`config.mk`:
```
export PLATFORM = sky130hd
export DESIGN_NAME = board_ctrl_regs
export DESIGN_NICKNAME = d
export VERILOG_FILES = /design/src/rtl/brd_regs_pkg.sv /design/src/rtl/brd_sync.sv /design/src/rtl/brd_reg_decode.sv /design/src/rtl/brd_rst_key.sv /design/src/rtl/board_ctrl_regs.sv
export SDC_FILE = /design/constraint.sdc
export NUM_CORES = 1
export LEC_CHECK = 0
export ABC_AREA = 1
export CORE_ASPECT_RATIO = 0.5
export CORE_MARGIN = 1.5
export CORE_UTILIZATION = 37
export DETAILED_ROUTE_END_ITERATION = 6
export GPL_ROUTABILITY_DRIVEN = 0
export PLACE_DENSITY = 0.77
export SETUP_SLACK_MARGIN = 0.3
export SLEW_MARGIN = 20
export SYNTH_ARGS = -nofsm -noshare
export SYNTH_HDL_FRONTEND = slang
export SYNTH_HIERARCHICAL = 1
export SYNTH_SLANG_ARGS = --single-unit
```
`constraint.sdc`:
```
create_clock -name clk -period 2.3 [get_ports clk]
set_input_delay 0.345 -clock clk [delete_from_list [all_inputs] [get_ports clk]]
set_output_delay 0.345 -clock clk [all_outputs]
set_load 0.02 [all_outputs]
```
`src/rtl/brd_regs_pkg.sv`:
```
package brd_regs_pkg;
  localparam int unsigned BUS_AW = 16;
  localparam int unsigned BUS_DW = 32;

  localparam logic [BUS_AW-1:0] OFF_ID   = 16'h0000;
  localparam logic [BUS_AW-1:0] OFF_FREQ = 16'h0004;
  localparam logic [BUS_AW-1:0] OFF_LED  = 16'h0008;
  localparam logic [BUS_AW-1:0] OFF_SW   = 16'h000C;
  localparam logic [BUS_AW-1:0] OFF_KICK = 16'h0010;

  typedef enum logic [2:0] {
    SEL_NONE = 3'd0,
    SEL_ID   = 3'd1,
    SEL_FREQ = 3'd2,
    SEL_LED  = 3'd3,
    SEL_SW   = 3'd4,
    SEL_KICK = 3'd5
  } reg_sel_e;
endpackage

```
`src/rtl/brd_sync.sv`:
```
module brd_sync #(
  parameter int unsigned W      = 8,
  parameter int unsigned STAGES = 2
) (
  input  logic         clk,
  input  logic         rst,
  input  logic [W-1:0] d,
  output logic [W-1:0] q
);
  localparam int unsigned LAST = STAGES - 1;

  logic [STAGES-1:0][W-1:0] stg;

  always_ff @(posedge clk) begin
    if (rst) begin
      stg <= '0;
    end else begin
      stg[0] <= d;
      for (int i = 1; i < STAGES; i++) stg[i] <= stg[i-1];
    end
  end

  assign q = stg[LAST];
endmodule

```
`src/rtl/brd_reg_decode.sv`:
```
module brd_reg_decode
  import brd_regs_pkg::*;
#(
  parameter int unsigned AW = BUS_AW
) (
  input  logic [AW-1:0] addr,
  output reg_sel_e      sel
);
  always_comb begin
    unique case (addr)
      OFF_ID:   sel = SEL_ID;
      OFF_FREQ: sel = SEL_FREQ;
      OFF_LED:  sel = SEL_LED;
      OFF_SW:   sel = SEL_SW;
      OFF_KICK: sel = SEL_KICK;
      default:  sel = SEL_NONE;
    endcase
  end
endmodule

```
`src/rtl/brd_rst_key.sv`:
```
module brd_rst_key #(
  parameter int unsigned DW  = 32,
  parameter logic [DW-1:0] KEY = 32'h0000DEAD
) (
  input  logic          clk,
  input  logic          rst,
  input  logic          hit,
  input  logic [DW-1:0] data,
  output logic          req
);
  always_ff @(posedge clk) begin
    if (rst) req <= 1'b0;
    else     req <= hit && (data == KEY);
  end

  // a pulse only follows a keyed write to the trigger location
  a_r6_pulse_cause: assert property (@(posedge clk) disable iff (rst)
    req |-> $past(hit) && ($past(data) == KEY));
endmodule

```
`src/rtl/board_ctrl_regs.sv`:
```
module board_ctrl_regs
  import brd_regs_pkg::*;
#(
  parameter int unsigned LED_W    = 8,
  parameter int unsigned SW_W     = 8,
  parameter int unsigned SYNC_N   = 2,
  parameter logic [31:0] CLK_HZ   = 32'd10_000_000,
  parameter logic [31:0] BUILD_ID = 32'h09272011,
  parameter logic [31:0] KICK_KEY = 32'h0000DEAD
) (
  input  logic              clk,
  input  logic              rst,
  input  logic [15:0]       bus_addr,
  input  logic              bus_wr,
  input  logic [31:0]       wr_data,
  input  logic              bus_rd,
  output logic [31:0]       rd_data,
  input  logic [SW_W-1:0]   dip_in,
  output logic [LED_W-1:0]  led_out,
  output logic              board_rst_req
);
  reg_sel_e              sel;
  logic [LED_W-1:0]      led_q;
  logic [SW_W-1:0]       sw_q;
  logic [BUS_DW-1:0]     led_ext, sw_ext, rd_next;

  brd_reg_decode #(.AW(BUS_AW)) u_dec (
    .addr(bus_addr),
    .sel (sel)
  );

  brd_sync #(.W(SW_W), .STAGES(SYNC_N)) u_sync (
    .clk(clk),
    .rst(rst),
    .d  (dip_in),
    .q  (sw_q)
  );

  brd_rst_key #(.DW(BUS_DW), .KEY(KICK_KEY)) u_key (
    .clk (clk),
    .rst (rst),
    .hit (bus_wr && (sel == SEL_KICK)),
    .data(wr_data),
    .req (board_rst_req)
  );

  always_ff @(posedge clk) begin
    if (rst)                            led_q <= '0;
    else if (bus_wr && sel == SEL_LED)  led_q <= wr_data[LED_W-1:0];
  end
  assign led_out = led_q;

  always_comb begin
    led_ext = '0;
    led_ext[LED_W-1:0] = led_q;
    sw_ext = '0;
    sw_ext[SW_W-1:0] = sw_q;
  end

  always_comb begin
    unique case (sel)
      SEL_ID:   rd_next = BUILD_ID;
      SEL_FREQ: rd_next = CLK_HZ;
      SEL_LED:  rd_next = led_ext;
      SEL_SW:   rd_next = sw_ext;
      default:  rd_next = '0;
    endcase
  end

  always_ff @(posedge clk) begin
    if (rst || !bus_rd) rd_data <= '0;
    else                rd_data <= rd_next;
  end

  // no read strobe, no data
  a_r9_idle_zero: assert property (@(posedge clk) disable iff (rst)
    !$past(bus_rd) |-> rd_data == '0);
  // identifier location
  a_r2_build_id: assert property (@(posedge clk) disable iff (rst)
    $past(bus_rd) && $past(bus_addr) == OFF_ID |-> rd_data == BUILD_ID);
  // unmapped location reads zero
  a_r7_hole_zero: assert property (@(posedge clk) disable iff (rst)
    $past(bus_rd) && $past(sel) == SEL_NONE |-> rd_data == '0);
  // LEDs hold unless their location is written
  a_r8_led_hold: assert property (@(posedge clk) disable iff (rst)
    !($past(bus_wr) && $past(bus_addr) == OFF_LED) |-> $stable(led_out));
endmodule

```
# [Word level (Yosys, flattened, before mapping)]
# Index checks and enable logic that the tools add are counted.
[totals] ff_bits=57 inputBits=60 elab_cells=23 output_inout_bits=41
[op_classes] n_reduce_logical=6 mux=2 eq_ne=10
[op_table] op="$pmux W28 S4" count=1
[op_table] op="$eq A16 B4 Y1 const B" count=2
[op_table] op="$eq A32 B16 Y1 const B" count=1
[op_table] op="$eq A16 B3 Y1 const B" count=1
[op_table] op="$eq A16 B5 Y1 const B" count=1
[op_table] op="$logic_not A16 Y1" count=1
[op_table] op="$pmux W3 S5" count=1
[op_table] op="$eq A3 B2 Y1 const B" count=2
[op_table] op="$eq A3 B3 Y1 const B" count=2
[op_table] op="$eq A3 B1 Y1 const B" count=1
[op_table] op="$logic_and A1 B1 Y1" count=3
[op_table] op="$logic_not A1 Y1" count=1
[op_table] op="$logic_or A1 B1 Y1" count=1

# [Logic depth before layout (Yosys ltp)]
[depth] word_depth=5 depth_mapped=13

# [Cells and area by module]
# Netlist, hierarchy kept.
[modules_own_cells] mod="board_ctrl_regs" seq_area_each_um2=360.3 instances=1 cells_per_inst=137 area_per_inst_um2=970.9
[modules_own_cells] mod="brd_sync" seq_area_each_um2=320.3 instances=1 cells_per_inst=58 area_per_inst_um2=534.3
[modules_own_cells] mod="brd_reg_decode" seq_area_each_um2=0.0 instances=1 cells_per_inst=37 area_per_inst_um2=168.9
[modules_own_cells] mod="brd_rst_key" seq_area_each_um2=20.0 instances=1 cells_per_inst=35 area_per_inst_um2=157.7

# [Least setup slack after synthesis]
# No wires, ideal clock.
[synth_timing] path_type="input port to flip-flop" start="input port bus_addr[15]" end="register led_q[0] (netlist: led_out[0])" slack_ns=0.603 t_arrival_ns=1.587 t_required_ns=2.190 path_stages=11 n_path_buf=1 path_cell_list="nor2_1 > nand2_1 > nor2_4 > nand2_1 > nor2_1 > nand2_2 > nor2_4 > buf_6 > nand3b_1 > nand2_1 > nor2_1"
[synth_between] elab_chain_len=4 word_cells_on_any_way=8
[synth_rtl] element="from (decl)" line_no="board_ctrl_regs.sv:13" rtl="input logic [15:0] bus_addr,"
[synth_rtl] element="$eq A16 B5 Y1 (tied with other cells)" line_no="brd_reg_decode.sv:10" rtl="unique case (addr)"
[synth_rtl] element="$pmux W3 S5 (*)" line_no="brd_reg_decode.sv:10"
[synth_rtl] element="via sel[1]" line_no="board_ctrl_regs.sv:22" rtl="reg_sel_e sel;"
[synth_rtl] element="$eq A3 B2 Y1 (*)" line_no="board_ctrl_regs.sv:49" rtl="else if (bus_wr && sel == SEL_LED) led_q <= wr_data[LED_W-1:0];"
[synth_rtl] element="$logic_and A1 B1 Y1 (*)" line_no="board_ctrl_regs.sv:49"
[synth_rtl] element="to (signal assigned)" line_no="board_ctrl_regs.sv:49"
[synth_rtl] element="to (decl)" line_no="board_ctrl_regs.sv:23" rtl="logic [LED_W-1:0] led_q;"
# Mark *: on every way through the listed nets, which the timed path passes. The rest lies on a longest branch.
# A chain may end at the register's enable or synchronous reset.

# [Final worst setup path]
[layout_timing] start="input port bus_addr[2]" end="register u_key.req"
[layout_between] elab_chain_len=5 word_cells_on_any_way=9
[layout_rtl] element="$eq A16 B5 Y1 (tied with other cells)" line_no="brd_reg_decode.sv:10"
[layout_rtl] element="$pmux W3 S5 (*)" line_no="brd_reg_decode.sv:10"
[layout_rtl] element="via sel[0]" line_no="board_ctrl_regs.sv:22"
[layout_rtl] element="$eq A3 B3 Y1 (*)" line_no="board_ctrl_regs.sv:42" rtl=".hit (bus_wr && (sel == SEL_KICK)),"
[layout_rtl] element="$logic_and A1 B1 Y1 (*)" line_no="board_ctrl_regs.sv:42"
[layout_rtl] element="$logic_and A1 B1 Y1 (*)" line_no="brd_rst_key.sv:13" rtl="else req <= hit && (data == KEY);"
[layout_rtl] element="to (signal assigned)" line_no="brd_rst_key.sv:13"
[layout_rtl] element="to (decl)" line_no="brd_rst_key.sv:9" rtl="output logic req"
# Marked as above.

==> flow_summary.json <==
{
  "die_w_microns": 103,
  "endpoint_kind": "register",
  "peakVddDrop_uv": 247,
  "first_pass_iters": 4,
  "grt_overflow": 0,
  "antenna_found_initial": 0,
  "numClockSinks": 35,
  "core-area_sq_um": 4570,
  "clk_latency_ns": 0.29,
  "path_clk_slew_ns": 0.07,
  "cts_tree": "built",
  "finalWorstSetupSlack_ns": 0.478,
  "drive_above_1_share_pct": 9.83,
  "rows": 17,
  "cts_buffer_depth": 2,
  "place_ws_ns": 0.0949,
  "htreeDepth": 2,
  "dp_hpwl_mm": 3.50,
  "synth.area.top_cells": "dfxtp_1 (38%), buf_4 (12%), nand2_1 (11%), nor2_1 (11%), inv_1 (9.0%)",
  "numCtsBuffers": 5,
  "path_cells": "clkdlybuf4s50_1 -> nor2_2 -> nand2_2 -> nor2_2 -> nand2_1 -> nand3_1 -> buf_4 -> inv_1 -> nor3_1 -> nor3b_2 -> nand2_1 -> nor2_1",
  "cap_violations": 0,
  "viasPerCell": 4.22,
  "antennaDiodeCount": 0,
  "drc_errors": 0,
  "fin_setup_tns_ns": 0,
  "drt_first_iter_violations": 59,
  "finalPower_mw": 1.28,
  "port_buffers": 90,
  "area_delta_synth_final_pct": 50.5,
  "root_buffer": "clkbuf_8",
  "die_area_sq_um": 5410,
  "hold_class": "register to register",
  "rsz0062_at_grt": "false",
  "cpPeakStageDelay_ns": 0.45,
  "total_leakage_power_nw": 1.16,
  "cp_data_required_time_ns": 2.53,
  "grt.total_usage_pct": 17.1,
  "via_count": 1737,
  "synth_cell_type_count": 24,
  "wl_per_cell_microns": 10.5,
  "critPathMaxFanout": 7,
  "min_from": "u_sync/stg[1]",
  "synth_area_sq_um": 1830,
  "synth_top_area_share_pct": 38.3,
  "syn_avg_cell_area_sq_um": 6.86,
  "grt_max_degree": 18,
  "seqCellArea_sq_um": 701,
  "ant_nets": 0,
  "status": "finished, final reports clean",
  "grt_pass1_vias": 1658,
  "fill_cells": 411,
  "multi_input_area_sq_um": 727,
  "finalWirelength_mm": 4.33,
  "crit_path_top_delay_cell": "clkdlybuf4s50_1",
  "final_nets": 405,
  "drv_slew": 0,
  "cts_hold_buf": 0,
  "synth_top_area_cell": "dfxtp_1",
  "synthCells": 267,
  "p_per_area_nw_per_um2": 465,
  "setup_violations": 0,
  "post-route-min-period_ns": 1.82,
  "finalHoldViolCount": 0,
  "cp-start-kind": "input pin",
  "cp_data_arrival_time_ns": 2.05,
  "crit_type": "input pin to register",
  "yosysSeqAreaShare_pct": 38.3,
  "startpoint": "bus_addr[2]",
  "io_pins": 101,
  "die_h_microns": 52.8,
  "yosys_warnings": 6,
  "synth-seq-cells": 35,
  "dp_cells": 402,
  "fin_crit_sh_pct": 79.2,
  "fin_worst_skew_ns": 0.00432,
  "finish.cell_count_without_fillers": 412,
  "fmax_ghz": 0.549,
  "r2r-start": "led_out[7]",
  "start_util_pct": 40.1,
  "grt_pass1_wl_mm": 6.96
}
metrics by stage:
| step | cell area (sq um) | utilization [%] | hold WS, ns |
|---|---|---|---|
| final | 2760 | 60.3 | 0.406 |
| after global routing | 2760 | 60.3 | 0.426 |
| after CTS | 2720 | 59.4 | 0.409 |
| after detailed placement | 2620 | 57.2 | 0.397 |
| after global placement | 2620 | 57.2 | 0.395 |
| after floorplan | 1870 | - | 0.388 |
final timing paths:
check	end	slack (ns)	depth (start not counted)
max	u_key/req	0.48	12
min	u_sync/q[1]	0.41	2
max reg2reg	rd_data[7]	1.55	2
min reg2reg	u_sync/q[1]	0.41	2
final cells by class:
| cell class | count | area share, % |
|---|---|---|
| multi-input combinational | 158 | 26.4 |
| timing repair buffer | 97 | 35.0 |
| sequential | 35 | 25.4 |
| tap | 66 | 3.00 |
| inverter | 48 | 6.54 |
| clock buffer | 8 | 3.63 |
Yosys cell counts, drive strengths merged:
| cell | instances |
|---|---|
| nand4 | 3 |
| nand2 | 55 |
| a21oi | 6 |
| nand3 | 8 |
| dfxtp | 35 |
| clkbuf | 1 |
| conb | 1 |
| nor2 | 62 |
| inv | 48 |
| nand3b | 8 |
| nor3b | 1 |
| or2 | 1 |
| nor4 | 1 |
| nor3 | 2 |
| buf | 34 |
| o21ai | 1 |
layer usage:
layer	GRT usage, %	vias to the layer above	wire length (microns)	part of all wire (%)
met3	3.60	9	261	6.0
li1	-	902	-	-
met4	7.99	0	96	2.2
met2	34.2	64	2240	52
met5	0	-	0	0
met1	17.4	762	1740	40
worst max-delay path, delay by kind of cell:
kind	cells	cell delay, ns
and+or+nand+nor	9	1.02
buffers and inverters	3	0.68
cells in the final DEF, fill, tap and decap left out:
cell / n
clkdlybuf4s50_1: 90
nand2_1: 52
nor2_1: 51
inv_1: 44
dfxtp_1: 35
conb_1: 10
nand3_1: 8
nand3b_1: 8
nor2_2: 8
clkbuf_8: 7
a21oi_1: 6
buf_4: 6
inv_2: 4
nand2_2: 3
nor2_4: 3
nand4_1: 3
nor3_1: 1
nor3_4: 1
nor4_1: 1
o21ai_0: 1
clkbuf_1: 1
buf_12: 1
nor3b_2: 1
or2_0: 1
registers in the layout, summed over array words and instances, names as in the netlist:
register    cells
u_key/req       1
u_sync/stg      8
u_sync/q        8
led_out         8
rd_data        10
kinds of logic after synthesis:
family,count (synthesis),synth area share [%]
other,1,0.205
flip-flops,35,38.3
buffers and inverters,83,24.7
AND/OR/NAND/NOR,141,35.0
AO/OA/AOI/OAI,7,1.91
where the power goes:
group | internal [mW] | switching [mW] | total, mW
Clock | 0.273 | 0.213 | 0.486
Combinational | 0.106 | 0.0673 | 0.174
Sequential | 0.619 | 0.00335 | 0.622
Total | 0.999 | 0.284 | 1.28
repair_timing:
item | CTS | global route
buffers inserted | 0 | 2
endpoints found under the setup margin | 0 | 15
gates resized for setup | 0 | 3
No activity file was read; power rests on OpenSTA's default activity.
